==> config.mk <==
export PLATFORM = sky130hd
export DESIGN_NAME = hwloop_seq
export DESIGN_NICKNAME = d
export VERILOG_FILES = /design/src/rtl/hlseq_pkg.sv /design/src/rtl/hlseq_slot.sv /design/src/rtl/hlseq_prio.sv /design/src/rtl/hwloop_seq.sv
export SDC_FILE = /design/constraint.sdc
export NUM_CORES = 1
export LEC_CHECK = 0
export ABC_CLOCK_PERIOD_IN_PS = 5900
export BUFFER_PORTS_ARGS = -buffer_cell sky130_fd_sc_hd__buf_2
export CAP_MARGIN = 10
export CORE_MARGIN = 10
export CORE_UTILIZATION = 40
export DETAILED_ROUTE_END_ITERATION = 10
export PLACE_DENSITY = 0.71
export SYNTH_ARGS = -nofsm -noshare
export SYNTH_HDL_FRONTEND = slang
export SYNTH_SLANG_ARGS = --single-unit
==> constraint.sdc <==
create_clock -name clk -period 5.9 [get_ports clk]
set_input_delay 0.59 -clock clk [delete_from_list [all_inputs] [get_ports clk]]
set_output_delay 0.59 -clock clk [all_outputs]
set_load 0.05 [all_outputs]
==> src/rtl/hlseq_pkg.sv <==
package hlseq_pkg;

   // Source of the next fetch address, chosen once per cycle.
   typedef enum logic [1:0] {
      NXT_HOLD = 2'd0,
      NXT_INC  = 2'd1,
      NXT_LOOP = 2'd2,
      NXT_DONE = 2'd3
   } nxt_e;

endpackage

==> src/rtl/hlseq_slot.sv <==
module hlseq_slot #(
   parameter int AW = 8,
   parameter int CW = 6
) (
   input  logic          clk,
   input  logic          rst_n,
   input  logic          active_i,
   input  logic          clear_i,
   input  logic          win_i,
   input  logic          refill_i,
   input  logic [AW-1:0] pc_i,
   input  logic [AW-1:0] end_i,
   input  logic [CW-1:0] count_i,
   output logic          hit_o,
   output logic          want_o
);

   logic [CW-1:0] pass_q;
   logic [CW-1:0] eff_cnt;

   // count 0 is treated as a single pass
   assign eff_cnt = (count_i == '0) ? CW'(1) : count_i;
   assign hit_o   = active_i && (pc_i == end_i);
   assign want_o  = hit_o && (({1'b0, pass_q} + 1'b1) < {1'b0, eff_cnt});

   always_ff @(posedge clk or negedge rst_n) begin
      if (!rst_n)        pass_q <= '0;
      else if (clear_i)  pass_q <= '0;
      else if (win_i)    pass_q <= pass_q + 1'b1;
      else if (refill_i) pass_q <= '0;
   end

   // pass counter never reaches the effective count while running
   p_pass_bound_r4: assert property (@(posedge clk) disable iff (!rst_n)
      active_i |-> (pass_q < eff_cnt));

   // a rearmed descriptor starts from zero passes
   p_refill_zero_r6: assert property (@(posedge clk) disable iff (!rst_n)
      (refill_i && !win_i && !clear_i) |=> (pass_q == '0));

endmodule

==> src/rtl/hlseq_prio.sv <==
module hlseq_prio #(
   parameter int N = 4
) (
   input  logic [N-1:0] want_i,
   output logic [N-1:0] win_o,
   output logic [N-1:0] blk_o,
   output logic         any_o
);

   // blk_o[i] is set when a lower-index (inner) descriptor requests a reload
   assign blk_o[0] = 1'b0;
   for (genvar g = 1; g < N; g++) begin : g_chain
      assign blk_o[g] = blk_o[g-1] | want_i[g-1];
   end

   assign win_o = want_i & ~blk_o;
   assign any_o = |want_i;

endmodule

==> src/rtl/hwloop_seq.sv <==
module hwloop_seq
   import hlseq_pkg::*;
#(
   parameter  int AW    = 8,
   parameter  int CW    = 6,
   parameter  int NLOOP = 4,
   parameter  int NPROG = 2,
   localparam int PSW   = (NPROG > 1) ? $clog2(NPROG) : 1
) (
   input  logic                      clk,
   input  logic                      rst_n,
   input  logic                      en_i,
   input  logic                      start_i,
   input  logic [PSW-1:0]            prog_sel_i,
   input  logic [NPROG*AW-1:0]       prog_first_i,
   input  logic [NPROG*AW-1:0]       prog_last_i,
   input  logic [NPROG*NLOOP*AW-1:0] loop_start_i,
   input  logic [NPROG*NLOOP*AW-1:0] loop_end_i,
   input  logic [NPROG*NLOOP*CW-1:0] loop_count_i,
   output logic [AW-1:0]             fetch_addr_o,
   output logic                      running_o,
   output logic                      done_o
);

   if (AW < 2) begin : g_bad_aw
      $error("hwloop_seq: AW must be at least 2");
   end
   if (CW < 1) begin : g_bad_cw
      $error("hwloop_seq: CW must be at least 1");
   end
   if (NLOOP < 1 || NLOOP > 8) begin : g_bad_nloop
      $error("hwloop_seq: NLOOP must lie in 1..8");
   end
   if (NPROG < 2 || (1 << PSW) != NPROG) begin : g_bad_nprog
      $error("hwloop_seq: NPROG must be a power of two, at least 2");
   end

   logic [PSW-1:0] sel_q;
   logic [AW-1:0]  pc_q;
   logic           run_q;
   logic           done_q;

   logic [AW-1:0]  lp_start [NLOOP];
   logic [AW-1:0]  lp_end   [NLOOP];
   logic [CW-1:0]  lp_cnt   [NLOOP];
   logic [NLOOP-1:0] hit, want, win, blk, refill;
   logic           any_reload;
   logic           step, accept;
   logic [AW-1:0]  first_new, last_cur, target;
   logic           at_last;
   nxt_e           nxt;

   assign step      = en_i && run_q;
   assign accept    = en_i && !run_q && start_i;
   assign first_new = prog_first_i[int'(prog_sel_i)*AW +: AW];
   assign last_cur  = prog_last_i[int'(sel_q)*AW +: AW];
   assign at_last   = (pc_q == last_cur);

   for (genvar g = 0; g < NLOOP; g++) begin : g_slot
      assign lp_start[g] = loop_start_i[(int'(sel_q)*NLOOP + g)*AW +: AW];
      assign lp_end[g]   = loop_end_i[(int'(sel_q)*NLOOP + g)*AW +: AW];
      assign lp_cnt[g]   = loop_count_i[(int'(sel_q)*NLOOP + g)*CW +: CW];
      assign refill[g]   = hit[g] && !blk[g] && !want[g];

      hlseq_slot #(.AW(AW), .CW(CW)) i_slot (
         .clk      (clk),
         .rst_n    (rst_n),
         .active_i (step),
         .clear_i  (accept),
         .win_i    (win[g]),
         .refill_i (refill[g]),
         .pc_i     (pc_q),
         .end_i    (lp_end[g]),
         .count_i  (lp_cnt[g]),
         .hit_o    (hit[g]),
         .want_o   (want[g])
      );
   end

   hlseq_prio #(.N(NLOOP)) i_prio (
      .want_i (want),
      .win_o  (win),
      .blk_o  (blk),
      .any_o  (any_reload)
   );

   always_comb begin
      target = '0;
      for (int i = 0; i < NLOOP; i++) begin
         if (win[i]) target = target | lp_start[i];
      end
   end

   always_comb begin
      nxt = NXT_HOLD;
      if (step) begin
         if (any_reload)   nxt = NXT_LOOP;
         else if (at_last) nxt = NXT_DONE;
         else              nxt = NXT_INC;
      end
   end

   always_ff @(posedge clk or negedge rst_n) begin
      if (!rst_n) begin
         sel_q  <= '0;
         pc_q   <= '0;
         run_q  <= 1'b0;
         done_q <= 1'b0;
      end else begin
         done_q <= 1'b0;
         if (accept) begin
            sel_q <= prog_sel_i;
            pc_q  <= first_new;
            run_q <= 1'b1;
         end
         case (nxt)
            NXT_INC:  pc_q <= pc_q + 1'b1;
            NXT_LOOP: pc_q <= target;
            NXT_DONE: begin
               run_q  <= 1'b0;
               done_q <= 1'b1;
            end
            default:  ;
         endcase
      end
   end

   assign fetch_addr_o = pc_q;
   assign running_o    = run_q;
   assign done_o       = done_q;

   p_start_r2: assert property (@(posedge clk) disable iff (!rst_n)
      accept |=> (run_q && pc_q == $past(first_new)));

   p_seq_step_r3: assert property (@(posedge clk) disable iff (!rst_n)
      (step && !any_reload && !at_last) |=> (pc_q == $past(pc_q) + 1'b1));

   p_reload_r4: assert property (@(posedge clk) disable iff (!rst_n)
      (step && any_reload) |=> (pc_q == $past(target)));

   p_win_single_r6: assert property (@(posedge clk) disable iff (!rst_n)
      $countones(win) <= 1);

   p_done_pulse_r7: assert property (@(posedge clk) disable iff (!rst_n)
      done_q |=> !done_q);

   p_done_idle_r7: assert property (@(posedge clk) disable iff (!rst_n)
      done_q |-> (!run_q && $stable(pc_q)));

   p_freeze_r8: assert property (@(posedge clk) disable iff (!rst_n)
      !en_i |=> ($stable(pc_q) && $stable(run_q)));

   p_sel_hold_r10: assert property (@(posedge clk) disable iff (!rst_n)
      run_q && $past(run_q) |-> $stable(sel_q));

endmodule

# Word-level counts from Yosys, hierarchy flattened
# Index checks and enable logic that the tools add are counted.
[classes]
add_sub_neg = 12
n_mul = 4
n_div = 0
order_cmp = 4
n_eq_ne = 8
n_shift = 14
mux = 28
n_bitwise = 7
n_reduce_logical = 36
[ops]
columns = ["operator", "n"]
rows = [
  ["64-bit by 32-bit variable part select with 8-bit output", 6],
  ["48-bit by 8-bit variable part select with 6-bit output", 3],
  ["64-bit by 7-bit variable part select with 8-bit output", 2],
  ["6-bit two-way mux", 16],
  ["48-bit by 7-bit variable part select with 6-bit output", 1],
  ["8-bit equality test", 5],
  ["8-bit two-way mux", 5],
  ["16-bit by 5-bit variable part select with 8-bit output", 2],
  ["6-bit by 1-bit adder with 7-bit output (second input constant)", 4],
  ["7-bit by 6-bit less-than comparator with 1-bit output", 4],
  ["6-bit by 1-bit adder with 6-bit output (second input constant)", 4],
  ["6-bit logical NOT", 4],
  ["8-bit OR", 3],
  ["1-bit logical AND", 18],
  ["4-bit by 2-bit multiplier with 6-bit output (second input constant)", 3],
  ["8-bit one-hot mux with 2 select lines", 1],
  ["3-bit nonzero test", 5],
  ["3-bit by 2-bit adder with 4-bit output (second input constant)", 2],
  ["8-bit by 1-bit adder with 8-bit output (second input constant)", 1],
  ["1-bit logical NOT", 7],
  ["2-bit two-way mux", 3],
  ["3-bit by 1-bit adder with 4-bit output (second input constant)", 1],
  ["4-bit bitwise AND", 1],
  ["2-bit equality test (second input constant)", 2],
  ["7 further kinds", 10],
]
[word_totals]
ff_bits = 35
latch_bits = 0
ramBits = 0
romBits = 0
in_bits = 213
word_cells = 121
memories = 0

# Longest topological paths before layout
# Gate-level depths: netlist of run 1.
[depth]
ltp_word = 19
ltp_mapped = 22
mapped_depth_nobuf = 13

# Modules after synthesis
# From an unflattened synthesis of run 1, not the netlist that was laid out.
[hier_totals]
cells_unflattened = 543
hier_area_um2 = 4757.1
[modules_own_cells]
columns = ["module", "instances", "cells_each", "area_each_um2"]
rows = [
  ["hlseq_slot", 4, 72, 606.8],
  ["hwloop_seq", 1, 245, 2260.9],
  ["hlseq_prio", 1, 10, 68.8],
]

# Least setup slack after synthesis of run 1
# Ideal clock, no wire load.
[synth_timing]
kind = "register to register"
from = "register sel_q"
to = "register pc_q[4], in the netlist fetch_addr_o[4]"
setup_time_ps = 144
arrival_time_ps = 4721
setup_slack_ps = 1034
stages_incl_launch_ff = 22
n_path_buf = 10
path_cell_list = "dfrtp_1 buf_6 buf_6 buf_4 buf_4 buf_2 buf_2 buf_2 buf_2 buf_2 mux2i_1 ha_1 a21oi_1 o22ai_1 a211oi_1 nand3_1 o2111ai_2 buf_6 nor2_1 or3_1 o41ai_2 o221ai_1"
[synth_between]
elab_chain_len = 15
elab_cells_between_ends = 64
[synth_lines]
columns = ["item", "line", "text"]
rows = [
  ["start, declared", "hwloop_seq.sv:38", "logic [PSW-1:0] sel_q;"],
  ["start signal, assigned", "hwloop_seq.sv:112", "sel_q <= prog_sel_i;"],
  ["parallel branches: the longest is 15 deep, another holds 7-bit by 6-bit less-than comparator with 1-bit output", "-", ""],
  ["end signal, assigned", "hwloop_seq.sv:113", "pc_q <= first_new;"],
  ["end signal, assigned", "hwloop_seq.sv:117", "NXT_INC: pc_q <= pc_q + 1'b1;"],
  ["end signal, assigned", "hwloop_seq.sv:118", "NXT_LOOP: pc_q <= target;"],
  ["end, declared", "hwloop_seq.sv:39", "logic [AW-1:0] pc_q;"],
]
# Several ways; the timed one is not identified.
# A chain may end at the register's enable or synchronous reset.

# Worst setup path in the final report of run 1
[layout_timing]
from = "register sel_q"
to = "register pc_q[7], in the netlist fetch_addr_o[7]"
# The elaborated chain is that of the path after synthesis.

==> metrics.csv, run 1 <==
stage;metric;value;unit
sta;worstMarginPinSlew;1.09;ns
hold_path;hp-class;input pin to asynchronous set/reset pin;
placed_design;dpl_worst_slack;1.61;ns
routing;ant_nets;0;
grt;antenna_found_initial;0;
status;status;finished, final reports clean;
placed_design;dpl.cell_count;862;
power;vdd_drop_max;0.231;mV
cts;root_buffer;clkbuf_16;
power;switching_share;0.450;
cts;clk_pin_slew_worst_paths;0.06;ns
finish;num_antenna_cells;0;
finish;fin_area;0.00579;mm2
floorplanning;ioPinCount;223;
routing;routedWlPerCell;19.0;um
critical_path;worst_setup_path_end_kind;register;
power;p_int;0.859;mW
cts;cts_resized;0;
critical_path;path_class;register to register;
critical_path;arrival;4.48;ns
finish;fin_nets;967;
floorplanning;rows;38;
power;combPwrFrac;0.551;
sta;tns;0;ns
placed_design;dp_hpwl;13.9;mm
floorplanning;die_w;126;um
synth;ys_seq_area_frac;0.195;
finish;drive_above_1_share;0.349;
synth;synthCells;524;
power;switchingPower;0.704;mW
placed_design;dpl-instance-area;0.00565;mm2
cts;clock_path_buffers;2;
grt;grt_pass1_vias;5193;
synth;synth_area_leaders;mux2i_1 (21%), dfrtp_1 (19%), xnor2_1 (7.0%);
cts;cts_buffers;5;
finish;layout_commonest_cell;buf_2;
synth;synth_edf_count;0;
routing;drt-pass1-iter-count;5;
floorplanning;fp.coreArea;0.0109;mm2
grt;grtUsageTotal;0.196;
cts;post-cts-setup-buffer-count;0;
sta;setup_viol;0;
grt;grt_pass1_wl;26.0;mm
cts;clock_sinks;35;
power;p_per_area;270;mW/mm2
finish;multi_input_area;0.00344;mm2
cts;cts_tree;done;
floorplanning;die_h;126;um
finish;area_growth;28.6;%
routing;via_per_inst;5.59;
grt;grt_max_degree;73;
routing;finalWirelength;16.5;mm
sta;hold_viol;0;
sta;setup_ws;1.56;ns
power;seqPwrFrac;0.288;
sta;fmax;231;MHz
floorplanning;start_util;0.412;
synth;synth-seq-cells;35;
synth;ys_warn_count;0;
synth;synth_top_area_frac;0.207;
routing;drc;0;
critical_path;crit_path_start_kind;register;
synth;synth.distinct_cells;62;
placed_design;io_buffers;222;
grt;overflow;0;
finish;final_cells;870;
synth;avgSynthCellArea;8.59;um2
sta;clock_skew;0.00754;ns
cts;cts_hold_buffers;0;
routing;vias;4860;
power;leakagePower;2.83;nW
sta;worst_hold_slack;0.405;ns
routing;drtIter0Drc;253;
power;total_power;1.56;mW
power;p_clk_frac;0.161;
sta;finalCritPeriodShare;0.735;
run;drv_cap;0;
placed_design;routabilityCongestion;0.887;
critical_path;path_max_fanout;72;
sta;maxSlewHeadroom;0.274;
synth;synthArstFlopShare;1.00;
finish;layout_common_cells;buf_2 (222), mux2i_1 (93), nand2_1 (38), xnor2_1 (36), nor2_1 (35);
cts;htreeDepth;2;
synth;yosysTopAreaCell;mux2i_1;
critical_path;required;6.04;ns
finish;seqCellArea;880;um2
finish;fill_cells;1029;
sta;finalMaxSlewViolations;0;
finish;fin_util;0.529;
sta;rsz0062_at_grt;no;
sta;min_period;4.34;ns
synth;netlist_area;0.00450;mm2
synth;yosys_most_used_dff;dfrtp_1;
floorplanning;die-area;0.0159;mm2
synth;syn-num-nets;762;
cts;insertion_delay;0.28;ns
area by class of cell:
type                    instances  share of cell area
multi-input cells             454               0.594
repair buffers                224               0.195
flip-flops and latches         35               0.152
well taps                     140              0.0303
clock buffers                   7              0.0229
inverters                       9             0.00584
clock inverters                 1            0.000865
power by group through the flow:
stage / clock network [mW] / registers (mW) / logic (mW)
floorplan: 0 / 0.363 / 0.731
global placement: 0 / 0.445 / 0.839
detailed placement: 0 / 0.453 / 0.862
CTS: 0.255 / 0.449 / 0.867
global route: 0.268 / 0.462 / 0.935
finish: 0.252 / 0.450 / 0.862
metal layers:
layer,part of all wire,global-route usage,vias up,wire [um]
met4,0.0093,0.0362,0,153
met2,0.48,0.336,203,7920
met5,0,0,-,0
li1,-,-,2385,-
met3,0.086,0.0642,15,1420
met1,0.42,0.235,2257,7010
cells in the mapped netlist, types with 3 or more instances:
cell      count
mux2i_1      93
nand2_1      38
xnor2_1      36
dfrtp_1      35
nor2_1       35
nand3_1      28
ha_1         25
o21ai_0      24
xor2_1       15
a22o_1       14
nor3_1       14
mux2_2       13
a21oi_1      10
and2_1        9
and3_1        9
buf_2         8
inv_1         8
clkbuf_1      7
nor4_1        7
o221ai_1      7
nand4_1       6
a31oi_1       5
buf_6         5
o22ai_1       5
or3_1         5
nand3b_1      4
nor3b_1       4
o211ai_1      4
buf_1         3
buf_4         3
nor2b_1       3
o31ai_1       3
state kept, by name (all words and copies together), names as in the netlist:
| register | count |
|---|---|
| done_o | 1 |
| running_o | 1 |
| fetch_addr_o | 8 |
| sel_q | 1 |
| g_slot.i_slot.pass_q | 24 |
kinds of logic (layout without fill, tap and decap cells):
kind of cell	Yosys count	in the layout	share of synthesized area
DFF	35	35	0.195
and+or+nand+nor	180	180	0.210
adders and majority gates	25	25	0.0695
muxes	106	106	0.239
AOI/OAI and AO/OA	92	92	0.145
buffers and inverters	35	241	0.0422
xor gates and xnor gates	51	51	0.0992
worst max-delay path: stages, from the launching register on:
cell and delay [ns]:
dfrtp_4 1.12, mux2i_1 0.29, ha_1 0.27, a21oi_1 0.17, o22ai_1 0.09, a211oi_1 0.21
nand3_1 0.31, o2111ai_2 0.60, nor2_1 0.10, or3_1 0.36, o41ai_1 0.41, o221ai_1 0.17
path summary, 6_finish.rpt:
path | from | endpoint | slack (ns) | cells past startpoint
max in group asynchronous | rst_n | sel_q | 4.89 | 1
min reg2reg | g_slot[1].i_slot.pass_q[5] | g_slot[1].i_slot.pass_q[5] | 0.51 | 2
min in group clk | g_slot[1].i_slot.pass_q[5] | g_slot[1].i_slot.pass_q[5] | 0.51 | 2
max | sel_q | fetch_addr_o[7] | 1.56 | 11
max reg2reg | sel_q | fetch_addr_o[7] | 1.56 | 11
min | rst_n | fetch_addr_o[5] | 0.40 | 1
(Power assumes the default switching activity.)
==> run 2, diff against run 1 <==
--- a/config.mk
+++ b/config.mk
@@ -5,7 +5,7 @@
 export SDC_FILE = /design/constraint.sdc
 export NUM_CORES = 1
 export LEC_CHECK = 0
-export ABC_CLOCK_PERIOD_IN_PS = 5900
+export ABC_CLOCK_PERIOD_IN_PS = 4059
 export BUFFER_PORTS_ARGS = -buffer_cell sky130_fd_sc_hd__buf_2
 export CAP_MARGIN = 10
 export CORE_MARGIN = 10
==> constraint.sdc (replaced) <==
create_clock -name clk -period 4.06 [get_ports clk]
set_input_delay 0.406 -clock clk [delete_from_list [all_inputs] [get_ports clk]]
set_output_delay 0.406 -clock clk [all_outputs]
set_load 0.05 [all_outputs]
==> run 2 against run 1 <==
Routed wire length decreased by 0.10%. Sequential power increased by 25%. Hold slack got worse by 0.16 ns. Clock skew decreased by 0.0011 ns. Highest routed layer unchanged.
==> metrics.csv, run 2 (synthesized netlist as in run 1, its figures left out) <==
stage;metric;value;unit;change
sta;hold_viol;0;;unchanged
power;total_power;2.31;mW;+48%
run;drv_cap;0;;unchanged
floorplanning;start_util;0.412;;unchanged
power;p_clk_frac;0.169;;+0.008
sta;clock_skew;0.00643;ns;-0.00111 ns
power;vdd_drop_max;0.282;mV;+22%
critical_path;crit_chain;buf_12 -> mux2i_1 -> xnor2_1 -> nor4_2 -> nand4_1 -> o211ai_1 -> o21ai_0 -> and2_1 -> o31ai_1 -> o211ai_1;;
routing;drt-pass1-iter-count;5;;unchanged
critical_path;path_max_fanout;35;;-51%
routing;drtIter0Drc;257;;+1.6%
critical_path;crit_path_start_kind;register;;
cts;clock_path_buffers;2;;unchanged
critical_path;worst_setup_path_end_kind;register;;
finish;layout_common_cells;buf_2 (222), mux2i_1 (93), nand2_1 (38), xnor2_1 (36), nor2_1 (35);;
sta;rsz0062_at_grt;no;;
grt;grt_pass1_wl;26.4;mm;+1.5%
sta;maxSlewHeadroom;0.415;;+0.141
cts;clock_sinks;35;;unchanged
cts;cts_buffers;5;;unchanged
finish;drive_above_1_share;0.357;;+0.00763
sta;tns;0;ns;unchanged
finish;num_antenna_cells;0;;unchanged
power;leakagePower;2.87;nW;+1.3%
power;p_int;1.28;mW;+49%
cts;insertion_delay;0.28;ns;about the same
critical_path;path_class;register to register;;
finish;fin_nets;971;;+0.41%
routing;ant_nets;0;;unchanged
finish;layout_commonest_cell;buf_2;;
finish;regMostFlops;g_slot.i_slot.pass_q;;
cts;htreeDepth;2;;unchanged
finish;area_growth;30.2;%;
cts;cts_tree;done;;
floorplanning;die-area;0.0159;mm2;unchanged
finish;fill_cells;1026;;-0.29%
power;p_per_area;394;mW/mm2;+46%
cts;clk_pin_slew_worst_paths;0.06;ns;about the same
grt;grt_max_degree;36;;-51%
routing;drc;0;;unchanged
grt;overflow;0;;unchanged
sta;min_period;3.74;ns;-0.596 ns
power;combPwrFrac;0.587;;+0.036
power;seqPwrFrac;0.244;;-0.044
routing;via_per_inst;5.55;;-0.72%
finish;largest_register_ffs;24;;unchanged
routing;routedWlPerCell;18.9;um;-0.56%
critical_path;required;4.19;ns;-1.85 ns
critical_path;arrival;3.87;ns;-0.61 ns
grt;antenna_found_initial;0;;unchanged
routing;finalWirelength;16.5;mm;-0.10%
power;switching_share;0.445;;-0.00549
placed_design;dp_hpwl;13.9;mm;+0.40%
floorplanning;ioPinCount;223;;unchanged
cts;root_buffer;clkbuf_16;;
status;status;finished, final reports clean;;
floorplanning;die_h;126;um;unchanged
grt;grtUsageTotal;0.197;;+0.000990
cts;cts_hold_buffers;0;;unchanged
floorplanning;die_w;126;um;unchanged
grt;grt_pass1_vias;5257;;+1.2%
routing;vias;4847;;-0.27%
sta;fmax;267;MHz;+16%
critical_path;cpMostUsedCell;o211ai_1;;
sta;setup_viol;0;;unchanged
sta;finalCritPeriodShare;0.921;;+0.186
sta;finalMaxSlewViolations;0;;unchanged
floorplanning;rows;38;;unchanged
placed_design;io_buffers;222;;unchanged
hold_path;hp-class;input pin to asynchronous set/reset pin;;
power;switchingPower;1.03;mW;+46%
cts;post-cts-setup-buffer-count;0;;unchanged
placed_design;routabilityCongestion;0.956;;+7.8%
floorplanning;fp.coreArea;0.0109;mm2;unchanged
critical_path;cpPeakStageDelay;0.72;ns;-0.40 ns
critical_path;worst_path_max_delay_cell;dfrtp_4;;
sta;worstMarginPinSlew;0.877;ns;-0.212 ns
==> run 2: worst paths after layout <==
path                                         endpoint                       start  slack (ns)  cells after the start
min in group clk                            running_o                     start_i        0.42                      3
max in group asynchronous                       sel_q                       rst_n        3.16                      1
max                                   fetch_addr_o[5]                       sel_q        0.32                     10
max reg2reg                           fetch_addr_o[5]                       sel_q        0.32                     10
min                        g_slot[0].i_slot.pass_q[4]                       rst_n        0.25                      1
min reg2reg                g_slot[1].i_slot.pass_q[4]  g_slot[1].i_slot.pass_q[4]        0.53                      2
==> run 2: repair_timing <==
item                                   4_1_cts  5_1_grt
gates resized for setup                      0        3
setup endpoints to repair                    0        2
endpoints found under the hold margin        0        0
==> run 2: final cells by class <==
type,count,area [um2],share of cell area
Clock buffer,7,143,0.0243
Clock inverter,1,5.00,0.000854
Inverter,9,33.8,0.00576
Multi-Input combinational cell,454,3460,0.590
Sequential cell,35,880,0.150
Tap cell,140,175,0.0299
Timing Repair Buffer,228,1170,0.199
==> run 2: layer usage <==
layer,routed length (um),vias to the layer above,GRT usage
met3,984,21,0.0440
met1,6640,2269,0.229
met4,301,0,0.0435
li1,-,2383,-
met5,0,-,0
met2,8560,174,0.359
==> run 2: worst max-delay path: cells and delay by family (launching register included) <==
| family | cells | cell delay [ns] |
|---|---|---|
| AOI/OAI and AO/OA | 4 | 1.05 |
| xor gates and xnor gates | 1 | 0.12 |
| buffers and inverters | 1 | 0.30 |
| DFF | 1 | 0.72 |
| muxes | 1 | 0.25 |
| and+or+nand+nor | 3 | 1.14 |
==> run 2: power by group through the flow <==
| stage | clock [mW] | sequential [mW] | combinational (mW) |
|---|---|---|---|
| 2_1_floorplan | 0 | 0.528 | 1.14 |
| 3_3_place_gp | 0 | 0.570 | 1.33 |
| 3_5_place_dp | 0 | 0.572 | 1.36 |
| 4_1_cts | 0.395 | 0.566 | 1.36 |
| 5_1_grt | 0.415 | 0.581 | 1.48 |
| 6_report | 0.389 | 0.563 | 1.36 |
==> run 2: metrics by stage <==
| step | instance area (um2) | setup slack [ns] | hold WS [ns] | utilization | std cells |
|---|---|---|---|---|---|
| floorplan | 4570 | 0.00821 | 0.110 | - | 524 |
| global placement | 5690 | 0.450 | 0.503 | 0.521 | 866 |
| detailed placement | 5690 | 0.368 | 0.511 | 0.521 | 866 |
| CTS | 5840 | 0.345 | 0.273 | 0.534 | 874 |
| global route | 5860 | 0.000624 | 0.308 | 0.536 | 874 |
| finish | 5860 | 0.320 | 0.247 | 0.536 | 874 |
